File: src/rtl/spi_sr_pkg.sv
package spi_sr_pkg;
    localparam logic [7:0] OP_WREN = 8'h06;
    localparam logic [7:0] OP_WRSR = 8'h01;
    localparam logic [7:0] OP_RDSR = 8'h05;

    typedef enum logic [2:0] {
        ST_IDLE,
        ST_CMD,
        ST_WDATA,
        ST_WEND,
        ST_WENEND,
        ST_READ,
        ST_SKIP
    } spi_st_e;
endpackage

File: src/rtl/spi_sr_sync.sv
module spi_sr_sync #(
    parameter int N = 4,
    parameter int STAGES = 2,
    parameter logic [N-1:0] RST = '0
) (
    input  logic         clk,
    input  logic         rst_n,
    input  logic [N-1:0] d,
    output logic [N-1:0] q
);
    generate
        for (genvar g = 0; g < N; g++) begin : g_bit
            logic [STAGES-1:0] chain;
            always_ff @(posedge clk or negedge rst_n) begin
                if (!rst_n) chain <= {STAGES{RST[g]}};
                else        chain <= {chain[STAGES-2:0], d[g]};
            end
            assign q[g] = chain[STAGES-1];
        end
    endgenerate
endmodule

File: src/rtl/spi_sr_rx.sv
module spi_sr_rx (
    input  logic       clk,
    input  logic       rst_n,
    input  logic       sel,
    input  logic       sck_rise,
    input  logic       si,
    output logic [7:0] byte_q,
    output logic       byte_done
);
    logic [2:0] bit_cnt;
    logic [6:0] shreg;

    always_ff @(posedge clk or negedge rst_n) begin
        if (!rst_n) begin
            bit_cnt   <= '0;
            shreg     <= '0;
            byte_q    <= '0;
            byte_done <= 1'b0;
        end else begin
            byte_done <= 1'b0;
            if (!sel) begin
                bit_cnt <= '0;
            end else if (sck_rise) begin
                shreg   <= {shreg[5:0], si};
                bit_cnt <= bit_cnt + 3'd1;
                if (bit_cnt == 3'd7) begin
                    byte_q    <= {shreg, si};
                    byte_done <= 1'b1;
                end
            end
        end
    end
endmodule

File: src/rtl/spi_sr_timer.sv
module spi_sr_timer #(
    parameter int TW_CYCLES = 500
) (
    input  logic clk,
    input  logic rst_n,
    input  logic start,
    output logic busy,
    output logic done
);
    localparam int CW = $clog2(TW_CYCLES + 1);
    localparam logic [CW-1:0] LOAD = CW'(TW_CYCLES - 1);

    logic [CW-1:0] cnt;

    assign done = busy && (cnt == '0);

    always_ff @(posedge clk or negedge rst_n) begin
        if (!rst_n) begin
            busy <= 1'b0;
            cnt  <= '0;
        end else if (start) begin
            busy <= 1'b1;
            cnt  <= LOAD;
        end else if (busy) begin
            if (cnt == '0) busy <= 1'b0;
            else           cnt  <= cnt - 1'b1;
        end
    end
endmodule

File: src/rtl/spi_status_wctl.sv
module spi_status_wctl
    import spi_sr_pkg::*;
#(
    parameter int TW_CYCLES = 500,
    parameter int SYNC_STAGES = 2
) (
    input  logic       clk,
    input  logic       rst_n,
    input  logic       sck,
    input  logic       cs_n,
    input  logic       si,
    input  logic       wp_n,
    output logic       so,
    output logic [7:0] status_o
);
    logic [3:0] pin_s;
    logic       sck_q, cs_q;
    logic       sck_rise, sck_fall, cs_rise, sel, si_s, wp_s;
    logic [7:0] byte_q;
    logic       byte_done;
    logic       busy, tw_done, wr_ok;
    logic [5:0] sr_hi, wdata;
    logic       wel;
    logic [2:0] rd_idx;
    spi_st_e    state, nxt;

    spi_sr_sync #(.N(4), .STAGES(SYNC_STAGES), .RST(4'b1100)) u_sync (
        .clk(clk), .rst_n(rst_n), .d({wp_n, cs_n, si, sck}), .q(pin_s)
    );

    assign si_s = pin_s[1];
    assign wp_s = pin_s[3];
    assign sel  = ~pin_s[2];

    always_ff @(posedge clk or negedge rst_n) begin
        if (!rst_n) begin
            sck_q <= 1'b0;
            cs_q  <= 1'b1;
        end else begin
            sck_q <= pin_s[0];
            cs_q  <= pin_s[2];
        end
    end

    assign sck_rise = pin_s[0] & ~sck_q;
    assign sck_fall = ~pin_s[0] & sck_q;
    assign cs_rise  = pin_s[2] & ~cs_q;

    spi_sr_rx u_rx (
        .clk(clk), .rst_n(rst_n), .sel(sel), .sck_rise(sck_rise), .si(si_s),
        .byte_q(byte_q), .byte_done(byte_done)
    );

    assign wr_ok = cs_rise && (state == ST_WEND) && wel && !busy
                   && !(!wp_s && sr_hi[5]);

    spi_sr_timer #(.TW_CYCLES(TW_CYCLES)) u_tmr (
        .clk(clk), .rst_n(rst_n), .start(wr_ok), .busy(busy), .done(tw_done)
    );

    assign status_o = {sr_hi, wel, busy};

    // next-state decode
    always_comb begin
        nxt = state;
        if (!sel) begin
            nxt = ST_IDLE;
        end else begin
            unique case (state)
                ST_IDLE:   nxt = ST_CMD;
                ST_CMD: if (byte_done) begin
                    if (byte_q == OP_WREN)      nxt = busy ? ST_SKIP : ST_WENEND;
                    else if (byte_q == OP_WRSR) nxt = busy ? ST_SKIP : ST_WDATA;
                    else if (byte_q == OP_RDSR) nxt = ST_READ;
                    else                        nxt = ST_SKIP;
                end
                ST_WDATA:  if (byte_done) nxt = ST_WEND;
                ST_WEND:   if (sck_rise)  nxt = ST_SKIP;
                ST_WENEND: if (sck_rise)  nxt = ST_SKIP;
                ST_READ:   nxt = ST_READ;
                ST_SKIP:   nxt = ST_SKIP;
                default:   nxt = ST_IDLE;
            endcase
        end
    end

    // state register
    always_ff @(posedge clk or negedge rst_n) begin
        if (!rst_n) state <= ST_IDLE;
        else        state <= nxt;
    end

    // registered outputs and status contents
    always_ff @(posedge clk or negedge rst_n) begin
        if (!rst_n) begin
            sr_hi  <= '0;
            wdata  <= '0;
            wel    <= 1'b0;
            so     <= 1'b0;
            rd_idx <= 3'd7;
        end else begin
            if (byte_done && state == ST_WDATA) wdata <= byte_q[7:2];
            if (byte_done && state == ST_CMD && byte_q == OP_RDSR) rd_idx <= 3'd7;

            if (!sel) begin
                so <= 1'b0;
            end else if (state == ST_READ && sck_fall) begin
                so     <= status_o[rd_idx];
                rd_idx <= rd_idx - 3'd1;
            end

            if (tw_done)
                wel <= 1'b0;
            else if (cs_rise && state == ST_WENEND && !busy)
                wel <= 1'b1;

            if (wr_ok) sr_hi <= wdata;
        end
    end
endmodule

File: config.mk
export PLATFORM = sky130hd
export DESIGN_NAME = spi_status_wctl
export DESIGN_NICKNAME = d
export VERILOG_FILES = /design/src/rtl/spi_sr_pkg.sv /design/src/rtl/spi_sr_sync.sv /design/src/rtl/spi_sr_rx.sv /design/src/rtl/spi_sr_timer.sv /design/src/rtl/spi_status_wctl.sv
export SDC_FILE = /design/constraint.sdc
export NUM_CORES = 1
export LEC_CHECK = 0
export BUFFER_PORTS_ARGS = -buffer_cell sky130_fd_sc_hd__buf_4
export CORE_AREA = 5 5 76 78
export DETAILED_ROUTE_END_ITERATION = 8
export DIE_AREA = 0 0 81 83
export GPL_ROUTABILITY_DRIVEN = 0
export PLACE_DENSITY = 0.67
export SYNTH_ARGS = -nofsm -noshare
export SYNTH_HDL_FRONTEND = slang
export SYNTH_HIERARCHICAL = 1
export SYNTH_SLANG_ARGS = --single-unit
export TNS_END_PERCENT = 20
File: constraint.sdc
create_clock -name clk -period 2.5 [get_ports clk]
set_input_delay 0.75 -clock clk [delete_from_list [all_inputs] [get_ports clk]]
set_output_delay 0.75 -clock clk [all_outputs]
set_load 0.02 [all_outputs]
==> impl_metrics.csv, run 1 <==
group,metric,value,unit
logic_synthesis,yosys.area.top_type,"dfrtp_1",
logic_synthesis,yosys-top-cells-count,"51 x dfrtp_1, 28 x mux2_2, 9 x inv_1, 9 x nor2_1, 9 x nor2b_1",
worst_setup_path,r2r-end,"sr_hi[2]",
worst_setup_path,reg2reg_slack,0.49,ns
timing,grt_setup_unrepaired,"false",
clock_tree,clockBufferDepth,2,
logic_synthesis,synth_area_per_cell,12.6,um^2
logic_synthesis,syn-num-nets,222,
logic_synthesis,ys_ff_latch,59,
timing,setup_tns,0,ns
cells_and_area,drive_above_1_share,0.328,
grt,grt_pass1_wl,8140,um
place,io_buffers,14,
logic_synthesis,synth_area_leaders,"dfrtp_1 48%, mux2_2 12%, dfstp_2 7.9%",
worst_setup_path,worst_path_max_delay_cell,"dfstp_2",
logic_synthesis,synth-edff-count,0,
grt,grt_pass1_vias,1734,
logic_synthesis,synth_area,2670,um^2
logic_synthesis,synthArstFlopShare,1.00,
worst_setup_path,critPathCaptureType,"register",
min_path,hold_depth,0,
logic_synthesis,synthAdderAreaFrac,0.0188,
clock_tree,cts-buffers-inserted,9,
worst_setup_path,slowest_delay,0.60,ns
worst_setup_path,cp_max_fo,8,
min_path,hold_end,"u_sync/g_bit[0].chain[1]",
floorplanning,dieWidth,81,um
floorplanning,die-area,6720,um^2
drt,drt_wl_total,4700,um
power_and_ir_drop,p_leak,1.42,nW
clock_tree,worstSkewPairLatency,0.34,ns
min_path,min_path_type,"register to register",
logic_synthesis,synthCells,212,
timing,setup_viol,0,
clock_tree,cts_resized,0,
grt,antenna_found_initial,0,
logic_synthesis,ys_warn_count,6,
worst_setup_path,critPathKind,"register to register",
cells_and_area,syn_to_final_growth,13.1,%
worst_setup_path,r2r-start,"u_sync/g_bit[2].chain[1]",
logic_synthesis,synth-simple-area-share,0.158,
clock_tree,cts_tree,"yes",
timing,hold_viol,0,
power_and_ir_drop,power_density,677,nW/um^2
clock_tree,cts_hold_buffers,0,
timing,fmax,498,MHz
timing,fin_crit,2.01,ns
worst_setup_path,cp.required,2.73,ns
worst_setup_path,worstPathCellList,"or3b_4 -> nor4_4 -> mux2_2",
clock_tree,cts_max_level,3,
logic_synthesis,synth_ff_type,"dfrtp_1",
grt,grt_use_total,0.159,
logic_synthesis,synth_compound_area_frac,0.0676,
grt,overflow,0,
timing,slew_violations,0,
power_and_ir_drop,peakVddDrop,0.532,mV
logic_synthesis,synth_xor_area_frac,0.00985,
timing,maxSlewHeadroom,0.476,
floorplanning,io_pins,15,
clock_tree,clkSinkCount,59,
cells_and_area,antenna_cells,0,
clock_tree,cts_root_buf,"clkbuf_8",
drt,num_vias,1669,
worst_setup_path,worstPathArrival,2.24,ns
worst_setup_path,reg2regPathDepth,3,
clock_tree,postCtsSetupRepairBufs,0,
timing,min_period_over_period,0.804,
drt,wire_per_inst,15.5,um
drt,viasPerCell,5.53,
job,max_cap_viol_count,0,
cells_and_area,nets,237,
grt,grt_max_degree,60,
timing,fin_skew,0.0103,ns
logic_synthesis,yosysTopAreaCellShare,0.479,
logic_synthesis,muxShareOfSynthArea,0.149,
logic_synthesis,synth-seq-area-share,0.557,
worst_setup_path,cp-start-kind,"register",
floorplanning,coreArea,5010,um^2
drt,ant_nets,0,
floorplanning,start_util,0.532,
min_path,min_from,"u_sync/g_bit[0].chain[0]",
drt,drc,0,
floorplanning,row_count,26,
run_status,status,"complete, no violations",
logic_synthesis,yosysMostFrequentCell,"dfrtp_1",
timing,tightest_slew,0.779,ns
timing,holdWs,0.348,ns
logic_synthesis,synth_cell_types,49,
clock_tree,clkTransAtPathRegs,0.07,ns
logic_synthesis,synth_top_family_by_area,"simple AND/OR/NAND/NOR gates",
floorplanning,die_h,83,um
drt,drt_iter0_markers,93,
place,hpwlAfterDp,3300,um
drt,drtPass1Iterations,5,
## critical path, delay by kind of cell, from the launching register on
kind / cells / cell delay [ns]
DFF: 1 / 0.60
and+or+nand+nor: 2 / 0.91
muxes: 1 / 0.39
## logic make-up (layout without fill, tap and decap cells)
logic type,count (synthesis),count (layout)
simple gates,63,63
flops,59,59
mux,35,35
compound gates,27,27
buf+inv,21,41
fa+ha+maj,4,4
xor+xnor,3,3
## placed cells by master (no fill, tap or decap), drive strengths merged, types with 2 or more instances in the layout
cell      count
or3           3
or4b          2
nand2         6
buf          16
nor2b         9
ha            4
dfstp         8
xnor2         2
nand4bb       2
nor4          6
a21oi         8
nor2          9
mux2         28
o21ai         5
nand2b        6
nor3b         5
mux2i         6
a22oi         2
dfrtp        51
clkbuf       11
nand3         4
nor3          4
clkinvlp      3
inv           9
## metrics by stage
stage               cell area (um^2)  worst slack, ns  instances  power (mW)   util
global route                    3020            0.414        302        2.13  0.602
floorplan                       2670            0.549        212        1.12      -
detailed placement              2800            0.495        286        1.17  0.559
global placement                2800            0.555        286        1.16  0.559
CTS                             3020            0.483        302        2.07  0.602
finish                          3020            0.490        302        2.04  0.602
## metal layers
metal,vias to the layer above,global-route usage,share of wire
met5,-,0,0
met4,0,0.0876,0.029
met3,15,0.0390,0.038
met2,36,0.249,0.49
met1,827,0.197,0.44
li1,791,-,-
## registers in the layout (all words and copies together), names as in the netlist
name,flops
cs_q,1
rd_idx,3
sck_q,1
so,1
sr_hi,6
state,3
u_rx/bit_cnt,3
u_rx/byte_done,1
u_rx/byte_q,8
u_rx/shreg,7
u_sync/g_bit.chain,8
u_tmr/busy,1
u_tmr/cnt,9
wdata,6
wel,1
## worst max-delay path by stage
| stage | startpoint | to | cells past startpoint |
|---|---|---|---|
| finish | u_sync/g_bit[2].chain[1] | sr_hi[2] | 3 |
| CTS | u_sync/g_bit[2].chain[1] | sr_hi[1] | 3 |
| detailed placement | u_sync/g_bit[2].chain[1] | sr_hi[2] | 3 |
| global placement | u_sync/g_bit[2].chain[1] | sr_hi[4] | 3 |
| global route | u_sync/g_bit[2].chain[1] | sr_hi[1] | 3 |
| floorplan | u_sync/g_bit[2].chain[1] | u_tmr/cnt[5] | 6 |
## cell type report
cell class              count  area, um^2
clock buffers              11         151
clock inverters             5        61.3
multi-input cells         132        1070
inverters                   9        33.8
flip-flops and latches     59        1490
well taps                  70        87.6
fillers                   421        1990
repair buffers             16         120
## power by group
part	internal [mW]	switching, mW	leakage [nW]
logic	0.0504	0.0410	0.548
registers	1.02	0.0395	0.770
clock network	0.515	0.381	0.0978
No activity file was read; power rests on OpenSTA's default activity.
==> run 2, diff against run 1 <==
==> constraint.sdc (replaced) <==
create_clock -name clk -period 1.9 [get_ports clk]
set_input_delay 0.57 -clock clk [delete_from_list [all_inputs] [get_ports clk]]
set_output_delay 0.57 -clock clk [all_outputs]
set_load 0.02 [all_outputs]
==> impl_metrics.csv, run 2 (synthesis gave the netlist of run 1 again) <==
group,metric,value,unit
run_status,status,"complete, no violations",
worst_setup_path,worst_path_max_delay_cell,"or4b_2",
timing,tightest_slew,0.716,ns
power_and_ir_drop,peakVddDrop,0.650,mV
worst_setup_path,cp_max_fo,4,
timing,setup_tns,0,ns
floorplanning,die-area,6720,um^2
timing,grt_setup_unrepaired,"false",
worst_setup_path,cp_top_family,"simple AND/OR/NAND/NOR gates",
worst_setup_path,cp.required,2.12,ns
floorplanning,coreArea,5010,um^2
worst_setup_path,worstPathCellList,"inv_1 -> ha_1 -> or4b_2 -> o21ai_4 -> xnor2_1 -> nand2b_1",
clock_tree,worstSkewPairLatency,0.33,ns
grt,grt_max_degree,60,
clock_tree,clkTransAtPathRegs,0.07,ns
worst_setup_path,worstPathArrival,2.07,ns
job,max_cap_viol_count,0,
worst_setup_path,cp-start-kind,"register",
worst_setup_path,critPathKind,"register to register",
power_and_ir_drop,power_density,896,nW/um^2
cells_and_area,design_area,3090,um^2
drt,drtPass1Iterations,4,
place,place_area,2850,um^2
drt,ant_nets,0,
floorplanning,row_count,26,
floorplanning,dieWidth,81,um
worst_setup_path,crit_buf_inv,1,
cells_and_area,drive_above_1_share,0.343,
grt,grt_pass1_vias,1836,
grt,overflow,0,
cells_and_area,largest-register,"u_tmr/cnt",
timing,fin_skew,0.0117,ns
worst_setup_path,r2r-start,"u_tmr/cnt[0]",
cells_and_area,syn_to_final_growth,15.7,%
clock_tree,clkSinkCount,59,
place,io_buffers,14,
drt,drc,0,
cells_and_area,nets,244,
drt,drt_iter0_markers,69,
worst_setup_path,reg2regPathDepth,6,
cells_and_area,antenna_cells,0,
floorplanning,die_h,83,um
place,hpwlAfterDp,3420,um
worst_setup_path,r2r-end,"u_tmr/cnt[0]",
drt,wire_per_inst,15.9,um
power_and_ir_drop,p_total,2.77,mW
timing,maxSlewHeadroom,0.523,
grt,antenna_found_initial,0,
clock_tree,clockBufferDepth,2,
timing,fmax,541,MHz
power_and_ir_drop,p_leak,1.46,nW
grt,grt_pass1_wl,8560,um
drt,drt_wl_total,4900,um
floorplanning,start_util,0.532,
clock_tree,cts-buffers-inserted,9,
cells_and_area,largest_reg_flops,9,
worst_setup_path,critPathCaptureType,"register",
timing,fin_crit,1.85,ns
floorplanning,io_pins,15,
cells_and_area,final_cell_mix,"51 x dfrtp_1, 28 x mux2_2, 23 x buf_4",
cells_and_area,top_regs,"u_tmr/cnt x9, u_rx/byte_q x8, u_sync/g_bit.chain x8",
worst_setup_path,crit_path_start,"u_tmr/cnt[0]",
drt,viasPerCell,5.40,
min_path,min_path_type,"primary input to async pin",
clock_tree,cts_max_level,3,
drt,num_vias,1669,
grt,grt_use_total,0.167,
timing,min_period_over_period,0.972,
timing,setup_slack,0.0527,ns
cells_and_area,final_common_cell,"dfrtp_1",
timing,hold_viol,0,
clock_tree,cts_tree,"yes",
worst_setup_path,reg2reg_slack,0.05,ns
place,post-place-ws,0.0156,ns
clock_tree,cts_root_buf,"clkbuf_8",
timing,setup_viol,0,
timing,slew_violations,0,
worst_setup_path,slowest_delay,0.63,ns
-- run 2: changes by cell type in the layout (fill, tap and decap cells not counted) --
cell	previous run	this run
clkbuf_1	0	2
clkbuf_8	11	10
o21ai_1	1	0
bufinv_16	1	2
buf_4	16	23
o21ai_4	0	1
clkinvlp_4	3	0
clkinv_2	0	1
-- run 2: metrics by stage --
stage | utilization | hold WS [ns] | std cells
after CTS | 0.613 | 0.303 | 308
after floorplan | - | 0.274 | 212
after detailed placement | 0.568 | 0.336 | 292
final | 0.616 | 0.289 | 309
after global placement | 0.568 | 0.337 | 292
after global routing | 0.616 | 0.317 | 309
-- run 2: worst register-to-register path, delay by kind of cell (launching register included) --
kind | cells | cell delay (ns)
compound gates | 1 | 0.20
xor+xnor | 1 | 0.14
fa+ha+maj | 1 | 0.21
buf+inv | 1 | 0.11
flops | 1 | 0.39
simple gates | 2 | 0.70
-- run 2: layout make-up --
type                            count  area, um^2
Fill cell                         416        1920
Sequential cell                    59        1490
Multi-Input combinational cell    132        1090
Timing Repair Buffer               23         173
Clock buffer                       12         145
Tap cell                           70        87.6
Clock inverter                      4        73.8
Inverter                            9        33.8
-- run 2: how the worst max path moves through the flow --
stage              endpoint  cells past startpoint
2_1_floorplan  u_tmr/cnt[5]                      6
3_3_place_gp   u_tmr/cnt[0]                      6
3_5_place_dp   u_tmr/cnt[0]                      6
4_1_cts            sr_hi[5]                      3
5_1_grt        u_tmr/cnt[0]                      6
6_report       u_tmr/cnt[0]                      6
-- run 2: layer usage --
| metal | global-route usage | wire [um] |
|---|---|---|
| met5 | 0 | 0 |
| met4 | 0.0661 | 65 |
| met3 | 0.0519 | 144 |
| met2 | 0.264 | 2500 |
| met1 | 0.212 | 2190 |
-- run 2: what timing repair did --
action / in CTS / in global routing
buffers inserted: 0 / 1
endpoints found under the setup margin: 1 / 7
resized for setup: 1 / 1
hold endpoints to repair: 0 / 0
pin swaps: 0 / 1
cloned: 0 / 0
hold buffers: 0 / 0
-- run 2: where the power goes --
part	internal, mW	switching, mW
registers	1.34	0.0507
clock network	0.775	0.473
logic	0.0696	0.0598
==> run 3, diff against run 2 <==
==> constraint.sdc (replaced) <==
create_clock -name clk -period 2.06 [get_ports clk]
set_input_delay 0.618 -clock clk [delete_from_list [all_inputs] [get_ports clk]]
set_output_delay 0.618 -clock clk [all_outputs]
set_load 0.02 [all_outputs]
==> impl_metrics.csv, run 3 (synthesis gave the netlist of run 1 again) <==
group,metric,value,unit
timing,hold_viol,0,
timing,maxSlewHeadroom,0.513,
cells_and_area,final_cell_mix,"51 x dfrtp_1, 28 x mux2_2, 19 x buf_4",
cells_and_area,nets,240,
timing,slew_violations,0,
place,io_buffers,14,
grt,grt_max_degree,60,
grt,grt_pass1_wl,8280,um
drt,ant_nets,0,
grt,overflow,0,
clock_tree,cts_max_level,3,
clock_tree,cts-buffers-inserted,9,
timing,grt_setup_unrepaired,"false",
worst_setup_path,cp-start-kind,"register",
run_status,status,"complete, no violations",
worst_setup_path,critPathKind,"register to register",
timing,setup_viol,0,
timing,fin_crit,1.96,ns
timing,tightest_slew,0.731,ns
floorplanning,die-area,6720,um^2
worst_setup_path,worstPathArrival,2.17,ns
grt,grt_use_total,0.161,
cells_and_area,largest-register,"u_tmr/cnt",
cells_and_area,fin_cells,305,
floorplanning,io_pins,15,
floorplanning,start_util,0.532,
clock_tree,clkTransAtPathRegs,0.07,ns
floorplanning,coreArea,5010,um^2
floorplanning,dieWidth,81,um
clock_tree,cts_root_buf,"clkbuf_8",
drt,viasPerCell,5.46,
clock_tree,cts_hold_buffers,0,
power_and_ir_drop,p_leak,1.44,nW
place,placed_cells_incl_taps,289,
worst_setup_path,critPathCaptureType,"register",
cells_and_area,final_common_cell,"dfrtp_1",
grt,grt_pass1_vias,1727,
clock_tree,postCtsSetupRepairBufs,0,
clock_tree,clkSinkCount,59,
cells_and_area,regArea,1490,um^2
timing,fin_skew,0.0104,ns
timing,min_period_over_period,0.954,
drt,num_vias,1666,
floorplanning,die_h,83,um
cells_and_area,largest_reg_flops,9,
worst_setup_path,cp.required,2.27,ns
power_and_ir_drop,power_density,837,nW/um^2
drt,drt_wl_total,4760,um
drt,wire_per_inst,15.6,um
worst_setup_path,cp_max_fo,9,
place,hpwlAfterDp,3350,um
cells_and_area,fill_cells,416,
min_path,min_path_type,"primary input to async pin",
clock_tree,worstSkewPairLatency,0.33,ns
timing,setup_tns,0,ns
worst_setup_path,reg2reg_slack,0.1,ns
cells_and_area,drive_above_1_share,0.340,
drt,drt_iter0_markers,92,
cells_and_area,multi_input_area,1080,um^2
clock_tree,cts_tree,"yes",
timing,fmax,509,MHz
cells_and_area,syn_to_final_growth,14.6,%
cells_and_area,top_regs,"u_tmr/cnt x9, u_rx/byte_q x8, u_sync/g_bit.chain x8",
power_and_ir_drop,peakVddDrop,0.530,mV
drt,drc,0,
floorplanning,row_count,26,
grt,antenna_found_initial,0,
timing,holdWs,0.352,ns
drt,drtPass1Iterations,4,
clock_tree,clockBufferDepth,2,
job,max_cap_viol_count,0,
cells_and_area,antenna_cells,0,
cells_and_area,final_util,0.610,
run 3: timing repair:
item,CTS,global route
endpoints found under the setup margin,0,2
endpoints found under the hold margin,0,0
resized for setup,0,1
run 3: cell type report:
cell class / count / area share
inverters: 9 / 0.0111
clock inverters: 6 / 0.0291
well taps: 70 / 0.0287
multi-input cells: 132 / 0.353
clock buffers: 10 / 0.0450
flip-flops and latches: 59 / 0.486
repair buffers: 19 / 0.0467
run 3: power breakdown:
| part | switching (mW) | internal, mW | total [mW] |
|---|---|---|---|
| clock | 0.451 | 0.713 | 1.16 |
| sequential | 0.0458 | 1.23 | 1.28 |
| combinational | 0.0520 | 0.0626 | 0.115 |
| total | 0.548 | 2.01 | 2.56 |
run 3: path summary, 6_finish.rpt:
check / cells past startpoint / from / to
min reg2reg: 0 / u_sync/g_bit[0].chain[0] / u_sync/g_bit[0].chain[1]
max: 3 / u_tmr/busy / sr_hi[5]
min in group clk: 0 / u_sync/g_bit[0].chain[0] / u_sync/g_bit[0].chain[1]
max in group asynchronous: 1 / rst_n / u_sync/g_bit[1].chain[0]
max reg2reg: 3 / u_tmr/busy / sr_hi[5]
min: 1 / rst_n / u_rx/bit_cnt[2]
run 3: worst max-delay path: stages, from the launching register on:
cell     delay, ns
dfrtp_1       0.50
or3b_4        0.47
nor4_4        0.47
mux2_2        0.40
run 3: per-stage QoR:
stage          instance area (um^2)  total power [mW]  setup slack, ns
2_1_floorplan                  2670              1.36            0.109
3_3_place_gp                   2830              1.41            0.205
3_5_place_dp                   2830              1.42            0.128
4_1_cts                        3050              2.59           0.0537
5_1_grt                        3060              2.67           0.0263
6_report                       3060              2.56           0.0957
run 3: metal layers:
layer | global-route usage | part of all wire | vias to the layer above
met3 | 0.0433 | 0.032 | 10
met5 | 0 | 0 | -
met2 | 0.246 | 0.49 | 24
li1 | - | - | 794
met4 | 0.0814 | 0.021 | 0
met1 | 0.208 | 0.46 | 838
